**config.mk**
```make
export PLATFORM = sky130hd
export DESIGN_NAME = qspi_master
export DESIGN_NICKNAME = d
export VERILOG_FILES = /design/src/rtl/qspi_pkg.sv /design/src/rtl/qspi_tick.sv /design/src/rtl/qspi_shift.sv /design/src/rtl/qspi_master.sv
export SDC_FILE = /design/constraint.sdc
export NUM_CORES = 1
export LEC_CHECK = 0
export BUFFER_PORTS_ARGS = -buffer_cell sky130_fd_sc_hd__buf_2
export CAP_MARGIN = 20
export CORE_AREA = 4 4 191 193
export CTS_BUF_LIST = sky130_fd_sc_hd__clkbuf_4 sky130_fd_sc_hd__clkbuf_8
export DETAILED_ROUTE_END_ITERATION = 8
export DIE_AREA = 0 0 195 197
export GPL_ROUTABILITY_DRIVEN = 0
export PLACE_DENSITY_LB_ADDON = 0.15
export SYNTH_ARGS = -nofsm -noshare
export SYNTH_HDL_FRONTEND = slang
export SYNTH_SLANG_ARGS = --single-unit
```
**constraint.sdc**
```tcl
create_clock -name clk -period 2.85 [get_ports clk]
set_clock_uncertainty 0.2 [all_clocks]
set_input_delay 0 -clock clk [delete_from_list [all_inputs] [get_ports clk]]
set_output_delay 0 -clock clk [all_outputs]
set_load 0.1 [all_outputs]
```
**src/rtl/qspi_pkg.sv**
```systemverilog
package qspi_pkg;
    // Queue geometry is fixed by the register map.
    localparam int unsigned QDEPTH = 16;
    localparam int unsigned NSEL   = 4;

    // Word indices (byte offset / 4) of the register map.
    localparam logic [7:0] WI_FIRST = 8'h84;
    localparam logic [7:0] WI_LAST  = 8'h85;
    localparam logic [7:0] WI_CTRL  = 8'h86;
    localparam logic [7:0] WI_STAT  = 8'h88;
    localparam logic [7:0] WI_CUR   = 8'h89;
    localparam logic [7:0] WI_TX    = 8'h90;
    localparam logic [7:0] WI_RX    = 8'hB0;
    localparam logic [7:0] WI_CMD   = 8'hD0;
    localparam logic [7:0] WI_CEND  = 8'hE0;
    localparam logic [7:0] WI_LOCK  = 8'hE0;

    // Command byte fields.
    localparam int unsigned CB_DLY  = 4;
    localparam int unsigned CB_KEEP = 7;

    // Control register fields.
    localparam int unsigned CR_GO   = 6;
    localparam int unsigned CR_HOLD = 7;

    typedef enum logic [1:0] {
        SQ_IDLE,
        SQ_LOAD,
        SQ_WAIT,
        SQ_GAP
    } seq_e;
endpackage

```
**src/rtl/qspi_tick.sv**
```systemverilog
module qspi_tick #(
    parameter int unsigned HALF_DIV = 4
) (
    input  logic clk,
    input  logic rst_n,
    input  logic en,
    output logic tick
);
    localparam int unsigned CW = (HALF_DIV > 1) ? $clog2(HALF_DIV) : 1;

    logic [CW-1:0] cnt_d, cnt_q;

    assign tick = en && (cnt_q == CW'(HALF_DIV - 1));

    always_comb begin
        if (!en || tick) cnt_d = '0;
        else             cnt_d = cnt_q + CW'(1);
    end

    always_ff @(posedge clk or negedge rst_n) begin
        if (!rst_n) cnt_q <= '0;
        else        cnt_q <= cnt_d;
    end
endmodule

```
**src/rtl/qspi_shift.sv**
```systemverilog
module qspi_shift #(
    parameter int unsigned DELAY_HALVES = 2
) (
    input  logic       clk,
    input  logic       rst_n,
    input  logic       go,
    input  logic [7:0] tx_byte,
    input  logic       dly,
    input  logic       tick,
    input  logic       miso,
    output logic       busy,
    output logic       done,
    output logic [7:0] rx_byte,
    output logic       sck,
    output logic       mosi
);
    localparam int unsigned LW = (DELAY_HALVES > 0) ? $clog2(DELAY_HALVES + 1) : 1;

    typedef struct packed {
        logic          busy;
        logic          done;
        logic          sck;
        logic          mosi;
        logic [7:0]    txs;
        logic [7:0]    rxs;
        logic [3:0]    hc;
        logic [LW-1:0] lead;
    } sh_t;

    sh_t d, q;

    always_comb begin
        d      = q;
        d.done = 1'b0;
        if (!q.busy) begin
            if (go) begin
                d.busy = 1'b1;
                d.txs  = tx_byte;
                d.mosi = tx_byte[7];
                d.sck  = 1'b0;
                d.hc   = '0;
                d.lead = dly ? LW'(DELAY_HALVES) : '0;
            end
        end else if (tick) begin
            if (q.lead != '0) begin
                d.lead = q.lead - LW'(1);
            end else if (!q.hc[0]) begin
                // leading edge: sample
                d.sck = 1'b1;
                d.rxs = {q.rxs[6:0], miso};
                d.hc  = q.hc + 4'd1;
            end else begin
                // trailing edge: next bit or finish
                d.sck = 1'b0;
                d.hc  = q.hc + 4'd1;
                if (q.hc == 4'hF) begin
                    d.busy = 1'b0;
                    d.done = 1'b1;
                    d.mosi = 1'b0;
                end else begin
                    d.txs  = {q.txs[6:0], 1'b0};
                    d.mosi = q.txs[6];
                end
            end
        end
    end

    always_ff @(posedge clk or negedge rst_n) begin
        if (!rst_n) q <= '0;
        else        q <= d;
    end

    assign busy    = q.busy;
    assign done    = q.done;
    assign rx_byte = q.rxs;
    assign sck     = q.sck;
    assign mosi    = q.mosi;
endmodule

```
**src/rtl/qspi_master.sv**
```systemverilog
module qspi_master
    import qspi_pkg::*;
#(
    parameter int unsigned HALF_DIV     = 4,
    parameter int unsigned DELAY_HALVES = 2,
    parameter int unsigned ADDR_W       = 10
) (
    input  logic              clk,
    input  logic              rst_n,
    input  logic              bus_sel,
    input  logic              bus_wr,
    input  logic [ADDR_W-1:0] bus_addr,
    input  logic [31:0]       bus_wdata,
    output logic [31:0]       bus_rdata,
    output logic              spi_sck,
    output logic              spi_mosi,
    input  logic              spi_miso,
    output logic [NSEL-1:0]   spi_cs_n
);
    localparam int unsigned GW = $clog2(HALF_DIV + 1);
    localparam int unsigned IW = $clog2(QDEPTH);

    typedef struct packed {
        logic [IW-1:0]                first;
        logic [IW-1:0]                last;
        logic [IW-1:0]                ptr;
        logic                         run;
        logic                         hold;
        logic                         fin;
        logic                         lock;
        logic                         go;
        seq_e                         st;
        logic [NSEL-1:0]              cs_n;
        logic [GW-1:0]                gap;
        logic [QDEPTH-1:0][7:0]       tx;
        logic [QDEPTH-1:0][7:0]       rx;
        logic [QDEPTH-1:0][7:0]       cmd;
    } st_t;

    st_t d, q;

    logic       tick, sh_busy, sh_done;
    logic [7:0] sh_rx;
    logic [7:0] widx, toff, roff;
    logic       in_tx, in_rx, in_cmd, wr_en;
    logic       unused_bits;

    // Register decode
    assign widx   = 8'(bus_addr >> 2);
    assign toff   = widx - WI_TX;
    assign roff   = widx - WI_RX;
    assign in_tx  = (widx >= WI_TX)  && (widx < WI_RX);
    assign in_rx  = (widx >= WI_RX)  && (widx < WI_CMD);
    assign in_cmd = (widx >= WI_CMD) && (widx < WI_CEND);
    assign wr_en  = bus_sel && bus_wr;
    assign unused_bits = ^{bus_wdata[31:8]};

    always_comb begin
        d    = q;
        d.go = 1'b0;

        // Bus writes
        if (wr_en) begin
            if (widx == WI_FIRST && !q.run) d.first = bus_wdata[IW-1:0];
            if (widx == WI_LAST  && !q.run) d.last  = bus_wdata[IW-1:0];
            if (widx == WI_CTRL  && !q.run) begin
                d.hold = bus_wdata[CR_HOLD];
                if (bus_wdata[CR_GO]) begin
                    d.run = 1'b1;
                    d.ptr = q.first;
                    d.st  = SQ_LOAD;
                end
            end
            if (widx == WI_STAT && !bus_wdata[0]) d.fin  = 1'b0;
            if (widx == WI_LOCK)                  d.lock = bus_wdata[0];
            if (in_tx && !toff[0] && !q.run)      d.tx[toff[4:1]] = bus_wdata[7:0];
            if (in_cmd && !q.run)                 d.cmd[widx[3:0]] = bus_wdata[7:0];
        end

        // Queue sequencer
        unique case (q.st)
            SQ_LOAD: begin
                d.cs_n = q.cmd[q.ptr][NSEL-1:0];
                d.go   = 1'b1;
                d.st   = SQ_WAIT;
            end
            SQ_WAIT: begin
                if (sh_done) begin
                    d.rx[q.ptr] = sh_rx;
                    if (q.ptr == q.last) begin
                        d.run = 1'b0;
                        d.fin = 1'b1;
                        d.st  = SQ_IDLE;
                        if (!q.cmd[q.ptr][CB_KEEP] && !q.hold) d.cs_n = '1;
                    end else begin
                        d.ptr = q.ptr + IW'(1);
                        if (q.cmd[q.ptr][CB_KEEP]) begin
                            d.st = SQ_LOAD;
                        end else begin
                            d.cs_n = '1;
                            d.gap  = GW'(HALF_DIV);
                            d.st   = SQ_GAP;
                        end
                    end
                end
            end
            SQ_GAP: begin
                d.gap = q.gap - GW'(1);
                if (q.gap <= GW'(1)) d.st = SQ_LOAD;
            end
            default: ;
        endcase
    end

    always_ff @(posedge clk or negedge rst_n) begin
        if (!rst_n) begin
            q      <= '0;
            q.cs_n <= '1;
        end else begin
            q <= d;
        end
    end

    // Register read
    always_comb begin
        bus_rdata = '0;
        if (widx == WI_FIRST)     bus_rdata[IW-1:0] = q.first;
        else if (widx == WI_LAST) bus_rdata[IW-1:0] = q.last;
        else if (widx == WI_CTRL) begin
            bus_rdata[CR_GO]   = q.run;
            bus_rdata[CR_HOLD] = q.hold;
        end
        else if (widx == WI_STAT) bus_rdata[0] = q.fin;
        else if (widx == WI_CUR)  bus_rdata[IW-1:0] = q.ptr;
        else if (widx == WI_LOCK) bus_rdata[0] = q.lock;
        else if (in_tx && !toff[0]) bus_rdata[7:0] = q.tx[toff[4:1]];
        else if (in_rx && roff[0])  bus_rdata[7:0] = q.rx[roff[4:1]];
        else if (in_cmd)            bus_rdata[7:0] = q.cmd[widx[3:0]];
    end

    qspi_tick #(.HALF_DIV(HALF_DIV)) u_tick (
        .clk  (clk),
        .rst_n(rst_n),
        .en   (sh_busy),
        .tick (tick)
    );

    qspi_shift #(.DELAY_HALVES(DELAY_HALVES)) u_shift (
        .clk    (clk),
        .rst_n  (rst_n),
        .go     (q.go),
        .tx_byte(q.tx[q.ptr]),
        .dly    (q.cmd[q.ptr][CB_DLY]),
        .tick   (tick),
        .miso   (spi_miso),
        .busy   (sh_busy),
        .done   (sh_done),
        .rx_byte(sh_rx),
        .sck    (spi_sck),
        .mosi   (spi_mosi)
    );

    assign spi_cs_n = q.cs_n;

    // Plain views for the bound checker
    logic          run_busy, done_flag;
    logic [IW-1:0] cur_ptr, first_ptr, last_ptr;
    assign run_busy  = q.run;
    assign done_flag = q.fin;
    assign cur_ptr   = q.ptr;
    assign first_ptr = q.first;
    assign last_ptr  = q.last;
endmodule

```
==> results of run 1 <==
-- path summary, 6_finish.rpt --
kind | startpoint | endpoint | slack (ns)
setup / recovery | q[344]$_DFFE_PN0P_ | bus_rdata[0] | -0.007
hold / removal | bus_addr[5] | q[20]$_DFFE_PN0P_ | 0.06
setup reg to reg | cur_ptr[0]$_DFF_PN0_ | q[384]$_DFFE_PN0P_ | 0.26
hold reg to reg | u_tick.cnt_q[0]$_DFF_PN0_ | u_tick.cnt_q[0]$_DFF_PN0_ | 0.24
max in group asynchronous | rst_n | q[243]$_DFFE_PN0P_ | 1.61
min in group asynchronous | rst_n | q[341]$_DFFE_PN0P_ | 0.37
-- timing repair --
action                                 4_1_cts  5_1_grt
endpoints found under the hold margin      705        0
hold buffers                                22        0
resized for setup                           20       13
pin swaps                                    0        3
setup endpoints to repair                    8        7
-- cells in the mapped netlist, types with 5 or more instances --
library cell  number  area share, %
a211oi_1          11           0.37
a21oi_1           10           0.22
a221o_1            8           0.36
a22oi_1            6           0.20
a31oi_1            7           0.19
buf_1              6           0.10
buf_2             24           0.53
buf_4             43            1.4
buf_6              5           0.25
clkbuf_1          53           0.89
dfrtp_1          432             48
ha_1               9           0.50
inv_1             14           0.23
mux2_2           404             20
mux2i_1           34            1.5
mux4_2           164             16
nand2_1           58           0.97
nand2b_1          13           0.36
nand3_1           20           0.45
nor2_1            41           0.68
nor2_2            23           0.64
nor2b_1           24           0.67
nor3_1            11           0.24
o21ai_0           17           0.38
o22a_1             5           0.19
o22ai_1            9           0.25
-- state kept, by name, summed over array words and instances, names as in the netlist, 2 cells and up --
register	count
u_shift.rx_byte	8
cur_ptr	4
u_tick.cnt_q	2
last_ptr	4
spi_cs_n	4
u_shift.q	13
first_ptr	4
q	392
-- tightest hold or removal path, delay by kind of cell --
kind          cells  cell delay [ns]
simple gates      1             0.19
buf+inv           2             0.47
mux               1             0.17
-- power by group through the flow --
stage          Combinational (mW)  Clock (mW)  Sequential (mW)
2_1_floorplan                1.24           0             6.76
3_3_place_gp                 1.60           0             6.88
3_5_place_dp                 1.64           0             6.91
4_1_cts                      1.69        5.92             6.80
5_1_grt                      1.82        6.21             6.85
6_report                     1.69        5.81             6.81
-- per-stage QoR --
| step | power (mW) | hold slack (ns) |
|---|---|---|
| 2_1_floorplan | 8.007 | -0.4956 |
| 3_3_place_gp | 8.480 | -0.1670 |
| 3_5_place_dp | 8.550 | -0.1616 |
| 4_1_cts | 14.41 | 0.02631 |
| 5_1_grt | 14.87 | 0.07574 |
| 6_report | 14.31 | 0.06459 |
-- kinds of logic (layout without fill, tap and decap cells) --
| kind of cell | Yosys count | in the layout | share of synthesized area [%] |
|---|---|---|---|
| mux | 602 | 602 | 38.20 |
| flops | 436 | 436 | 48.58 |
| simple gates | 226 | 226 | 5.535 |
| buf+inv | 145 | 285 | 3.441 |
| compound gates | 110 | 110 | 3.536 |
| fa+ha+maj | 9 | 9 | 0.5012 |
| xor+xnor | 5 | 5 | 0.1949 |
| other cells | 1 | 25 | 0.01669 |
-- final cells by class --
cell class | instances | area (um^2)
Inverter | 14 | 52.55
Clock buffer | 120 | 1445
Antenna cell | 1 | 2.502
Clock inverter | 10 | 92.59
Tap cell | 455 | 569.3
Sequential cell | 436 | 10920
Fill cell | 2257 | 9148
Multi-Input combinational cell | 976 | 11020
Timing Repair Buffer | 141 | 1287
-- routing by layer --
| layer | track usage [%] | vias up |
|---|---|---|
| li1 | - | 6013 |
| met1 | 43.81 | 7609 |
| met2 | 48.05 | 617 |
| met3 | 6.068 | 145 |
| met4 | 10.01 | 6 |
| met5 | 0 | - |
==> results.yml, run 1 <==
logic_synthesis:
  ys_seq_elements: 436
  synth_cell_types: 69
  synth-seq-area-share_pct: 48.58
  synth_edf_count: 0
  ys.flop_type: "dfrtp_1"
  avgSynthCellArea_um2: 14.65
  netlist_area_um2: 22470
  ys_warn_count: 0
  synthArstFlopShare_pct: 100.0
  syn-instance-count: 1534
worst_setup_path:
  critPathTopFamily: "multiplexers"
  crit_arrival_ns: 2.66
  worst-path-stages: 6
  worstPathCellList: "mux4_2, mux2i_2, o22ai_1, nor3_2, a31oi_2, buf_12"
  critPathSlowestCell: "mux4_2"
  start_kind: "flop"
  cp_num_buf_inv: 1
  critical-path-max-stage-delay_ns: 0.52
  critPathKind: "reg2out"
  cp-end-kind: "output pin"
  crit_path_max_fanout: 3
  worstRegToRegCells: 5
  required_ns: 2.65
placement:
  dpl.cell_count: 2000
  dpl_cell_area_um2: 23470
  dp_slack_ns: 0.2032
  dp_hpwl_mm: 38.35
  port_buffers: 34
final_layout:
  final_area_um2: 25400
  drive_above_1_share_pct: 52.27
  utilization_pct: 73.52
  layoutNonFillerInstCount: 2153
  final_common_cell: "dfrtp_1"
  syn_to_final_growth_pct: 13.02
  most-common-layout-cells: "dfrtp_1, mux2_2, mux4_2"
  fin_nets: 1699
sta:
  period_needed_ns: 2.857
  finalSetupViolCount: 1
  rsz0062_at_grt: "false"
  final_hold_viol_count: 0
  max_freq_ghz: 0.3500
  drv_slew: 0
  period_share_pct: 100.3
  worst_slack_ns: -0.007212
  fin_tns_setup_ns: -0.007212
  slew_headroom_pct: 45.95
  tightest_slew_ns: 0.8108
drt:
  vias: 14390
  dr.pass1.iters: 6
  wl_mm: 57.33
  drt-initial-drc-count: 1275
  wl_met2_mm: 27.52
  post-route-drc-count: 0
  dr_wl_met3_mm: 4.352
  ant_nets: 0
  met1Wirelength_mm: 23.60
  routedWlPerCell_um: 26.63
  viasPerCell: 6.684
  topRoutingLayerUsed: "met5"
floorplanning:
  dieArea_um2: 38420
  initial_core_util_pct: 65.05
  io_pins: 85
  die_w_um: 195
  num_rows: 68
  fp.dieH_um: 197
  fp.coreArea_um2: 34540
power:
  p_comb_share_pct: 11.8
  vdd_drop_max_v: 0.0005023
  power.share.sequential_pct: 47.6
  power.switching_mw: 3.968
  p_clk_share_pct: 40.6
  p_int_mw: 10.35
  power_density_nw_per_um2: 563.7
  p_sw_share_pct: 27.72
  leakagePower_nw: 11.84
grt:
  grt_max_degree: 83
  antenna_found_initial: 4
  grt_usage_pct: 30.51
  grt_pass1_vias: 14994
  overflow: 0
  grt_first_pass_wirelength_mm: 89.79
clock_tree:
  numCtsBuffers: 74
  cts-root-buf: "clkbuf_8"
  clock_latency_ns: 0.63
  path_clk_slew_ns: 0.06
  cts_tree: "done"
  cts.sinks: 436
  post-cts-setup-buffers: 0
  cts_buffer_depth: 3
  h-tree-depth: 3
job:
  maxCapViolCount: 0
run_status:
  status: "finished, violations left"
  violations: "negative setup slack"
worst_hold_path:
  hp-class: "in2reg"
  hold_depth: 4
Note: power is estimated with default switching activity, not from simulation.
==> run 2: changes to the inputs <==
--- a/config.mk
+++ b/config.mk
@@ -12,7 +12,8 @@
 export DETAILED_ROUTE_END_ITERATION = 8
 export DIE_AREA = 0 0 195 197
 export GPL_ROUTABILITY_DRIVEN = 0
-export PLACE_DENSITY_LB_ADDON = 0.15
+export PLACE_DENSITY_LB_ADDON = 0.05
+export SLEW_MARGIN = 30
 export SYNTH_ARGS = -nofsm -noshare
 export SYNTH_HDL_FRONTEND = slang
 export SYNTH_SLANG_ARGS = --single-unit
==> run 2 against run 1 <==
Compared with the run above:
- the run still ends with negative setup slack left
- via count increased by 0.40%
- highest routed layer unchanged
- fmax about the same
- sequential cell count unchanged
- total power increased by 0.34%
- worst setup slack about the same
- first-iteration DRC count increased by 6.7%
- sequential share of layout area decreased by 0.49 points
- wire length increased by 2.2%
- final cell count increased by 1.2%
- critical path depth unchanged
==> results.yml, run 2 (synthesis results as in run 1) <==
run_status:
  status: "finished, violations left"
  violations: "negative setup slack"
final_layout:
  final_common_cell: "dfrtp_1"
  syn_to_final_growth_pct: 14.30
  fin_nets: 1720
  largest_register: "q"
  largest_reg_flops: 392
  drive_above_1_share_pct: 52.85
  utilization_pct: 74.36
  most-common-layout-cells: "dfrtp_1, mux2_2, mux4_2"
  layoutNonFillerInstCount: 2178
grt:
  grt_first_pass_wirelength_mm: 90.66
  grt_max_degree: 106
  antenna_found_initial: 2
  grt_pass1_vias: 14890
  overflow: 0
  grt_usage_pct: 31.12
sta:
  slew_headroom_pct: 46.08
  tightest_slew_ns: 0.8088
  finalSetupViolCount: 1
  final_hold_viol_count: 0
  period_needed_ns: 2.857
  max_freq_ghz: 0.3500
  period_share_pct: 100.2
  drv_slew: 0
  holdWs_ns: 0.08304
  worst_slack_ns: -0.007109
  rsz0062_at_grt: "true"
job:
  maxCapViolCount: 0
placement:
  port_buffers: 34
  dpl.cell_count: 2010
  dp_hpwl_mm: 39.11
power:
  leakagePower_nw: 12.01
  power.share.sequential_pct: 47.5
  p_int_mw: 10.30
  power.switching_mw: 4.064
  p_clk_share_pct: 40.6
  p_comb_share_pct: 11.9
  vdd_drop_max_v: 0.0005088
  p_sw_share_pct: 28.29
  power_density_nw_per_um2: 559.2
worst_setup_path:
  critical-path-max-stage-delay_ns: 0.51
  critPathKind: "reg2out"
  cp-end-kind: "output pin"
  critPathTopFamily: "multiplexers"
  cp_num_buf_inv: 1
  required_ns: 2.65
  start_kind: "flop"
  crit_arrival_ns: 2.66
  critPathSlowestCell: "mux4_2"
  worstPathCellList: "mux4_2, mux2i_2, o22ai_1, nor2_1, o21ai_1, buf_6"
  crit_path_max_fanout: 3
drt:
  dr.pass1.iters: 6
  routedWlPerCell_um: 26.91
  vias: 14447
  drt-initial-drc-count: 1361
  wl_mm: 58.62
  ant_nets: 0
  viasPerCell: 6.633
  post-route-drc-count: 0
floorplanning:
  die_w_um: 195
  fp.coreArea_um2: 34540
  io_pins: 85
  dieArea_um2: 38420
  fp.dieH_um: 197
  num_rows: 68
  initial_core_util_pct: 65.05
clock_tree:
  cts.sinks: 436
  clock_latency_ns: 0.65
  cts-root-buf: "clkbuf_8"
  path_clk_slew_ns: 0.08
  cts_buffer_depth: 3
  numCtsBuffers: 74
  cts_tree: "done"
  h-tree-depth: 3
worst_hold_path:
  hp-class: "in2reg"
==> run 2: path summary, 6_finish.rpt <==
kind                                              to                 startpoint  slack (ns)  depth (start not counted)
max in group asynchronous         q[135]$_DFFE_PN0P_                      rst_n        1.49                          4
max                                     bus_rdata[5]         q[349]$_DFFE_PN0P_      -0.007                          6
min                          last_ptr[3]$_DFFE_PN0P_                bus_addr[8]        0.08                          5
min reg2reg                u_tick.cnt_q[0]$_DFF_PN0_  u_tick.cnt_q[0]$_DFF_PN0_        0.24                          1
max reg2reg                       q[384]$_DFFE_PN0P_       cur_ptr[0]$_DFF_PN0_        0.17                          6
min in group asynchronous         q[396]$_DFFE_PN0P_                      rst_n        0.43                          4
==> run 2: timing repair <==
action	CTS	global route
buffers inserted	2	5
setup endpoints to repair	7	9
pin swaps	0	5
hold buffers	26	0
gates resized for setup	14	27
hold endpoints to repair	711	0
==> run 2: worst reg2reg max path: cells and delay by family, from the launching register on <==
family          cells  cell delay (ns)
compound gates      3             0.78
buf+inv             1             0.27
flops               1             0.48
mux                 1             0.54
simple gates        1             0.31
==> run 2: routing by layer <==
| metal | vias up | track usage, % | wire (um) |
|---|---|---|---|
| met5 | - | 0 | 7 |
| met2 | 612 | 47.03 | 27530 |
| met1 | 7648 | 44.79 | 24350 |
| met4 | 2 | 11.38 | 1968 |
| met3 | 120 | 7.829 | 4762 |
| li1 | 6065 | - | - |
==> run 2: power by group through the flow <==
stage          sequential [mW]  combinational, mW  clock, mW
5_1_grt                   6.86               1.86       6.25
6_report                  6.82               1.71       5.83
3_5_place_dp              6.92               1.66          0
3_3_place_gp              6.90               1.61          0
4_1_cts                   6.81               1.70       5.94
2_1_floorplan             6.76               1.24          0
==> run 2: area by class of cell <==
| class | instances | area (um^2) |
|---|---|---|
| multi-input cells | 976 | 11060 |
| flip-flops and latches | 436 | 10920 |
| fillers | 2264 | 8859 |
| repair buffers | 162 | 1529 |
| clock buffers | 117 | 1435 |
| well taps | 455 | 569.3 |
| clock inverters | 17 | 117.6 |
| inverters | 14 | 52.55 |
| diodes | 1 | 2.502 |
==> run 2: metrics by stage <==
stage	cell area, um^2	power [mW]	TNS (ns)	setup WS, ns
after floorplan	22580	8.007	-0.09243	-0.09243
after global placement	23610	8.514	0	0.2483
after detailed placement	23610	8.579	0	0.2063
after CTS	25520	14.45	0	0.002660
after global routing	25680	14.97	-0.05205	-0.02671
final	25680	14.36	-0.007109	-0.007109
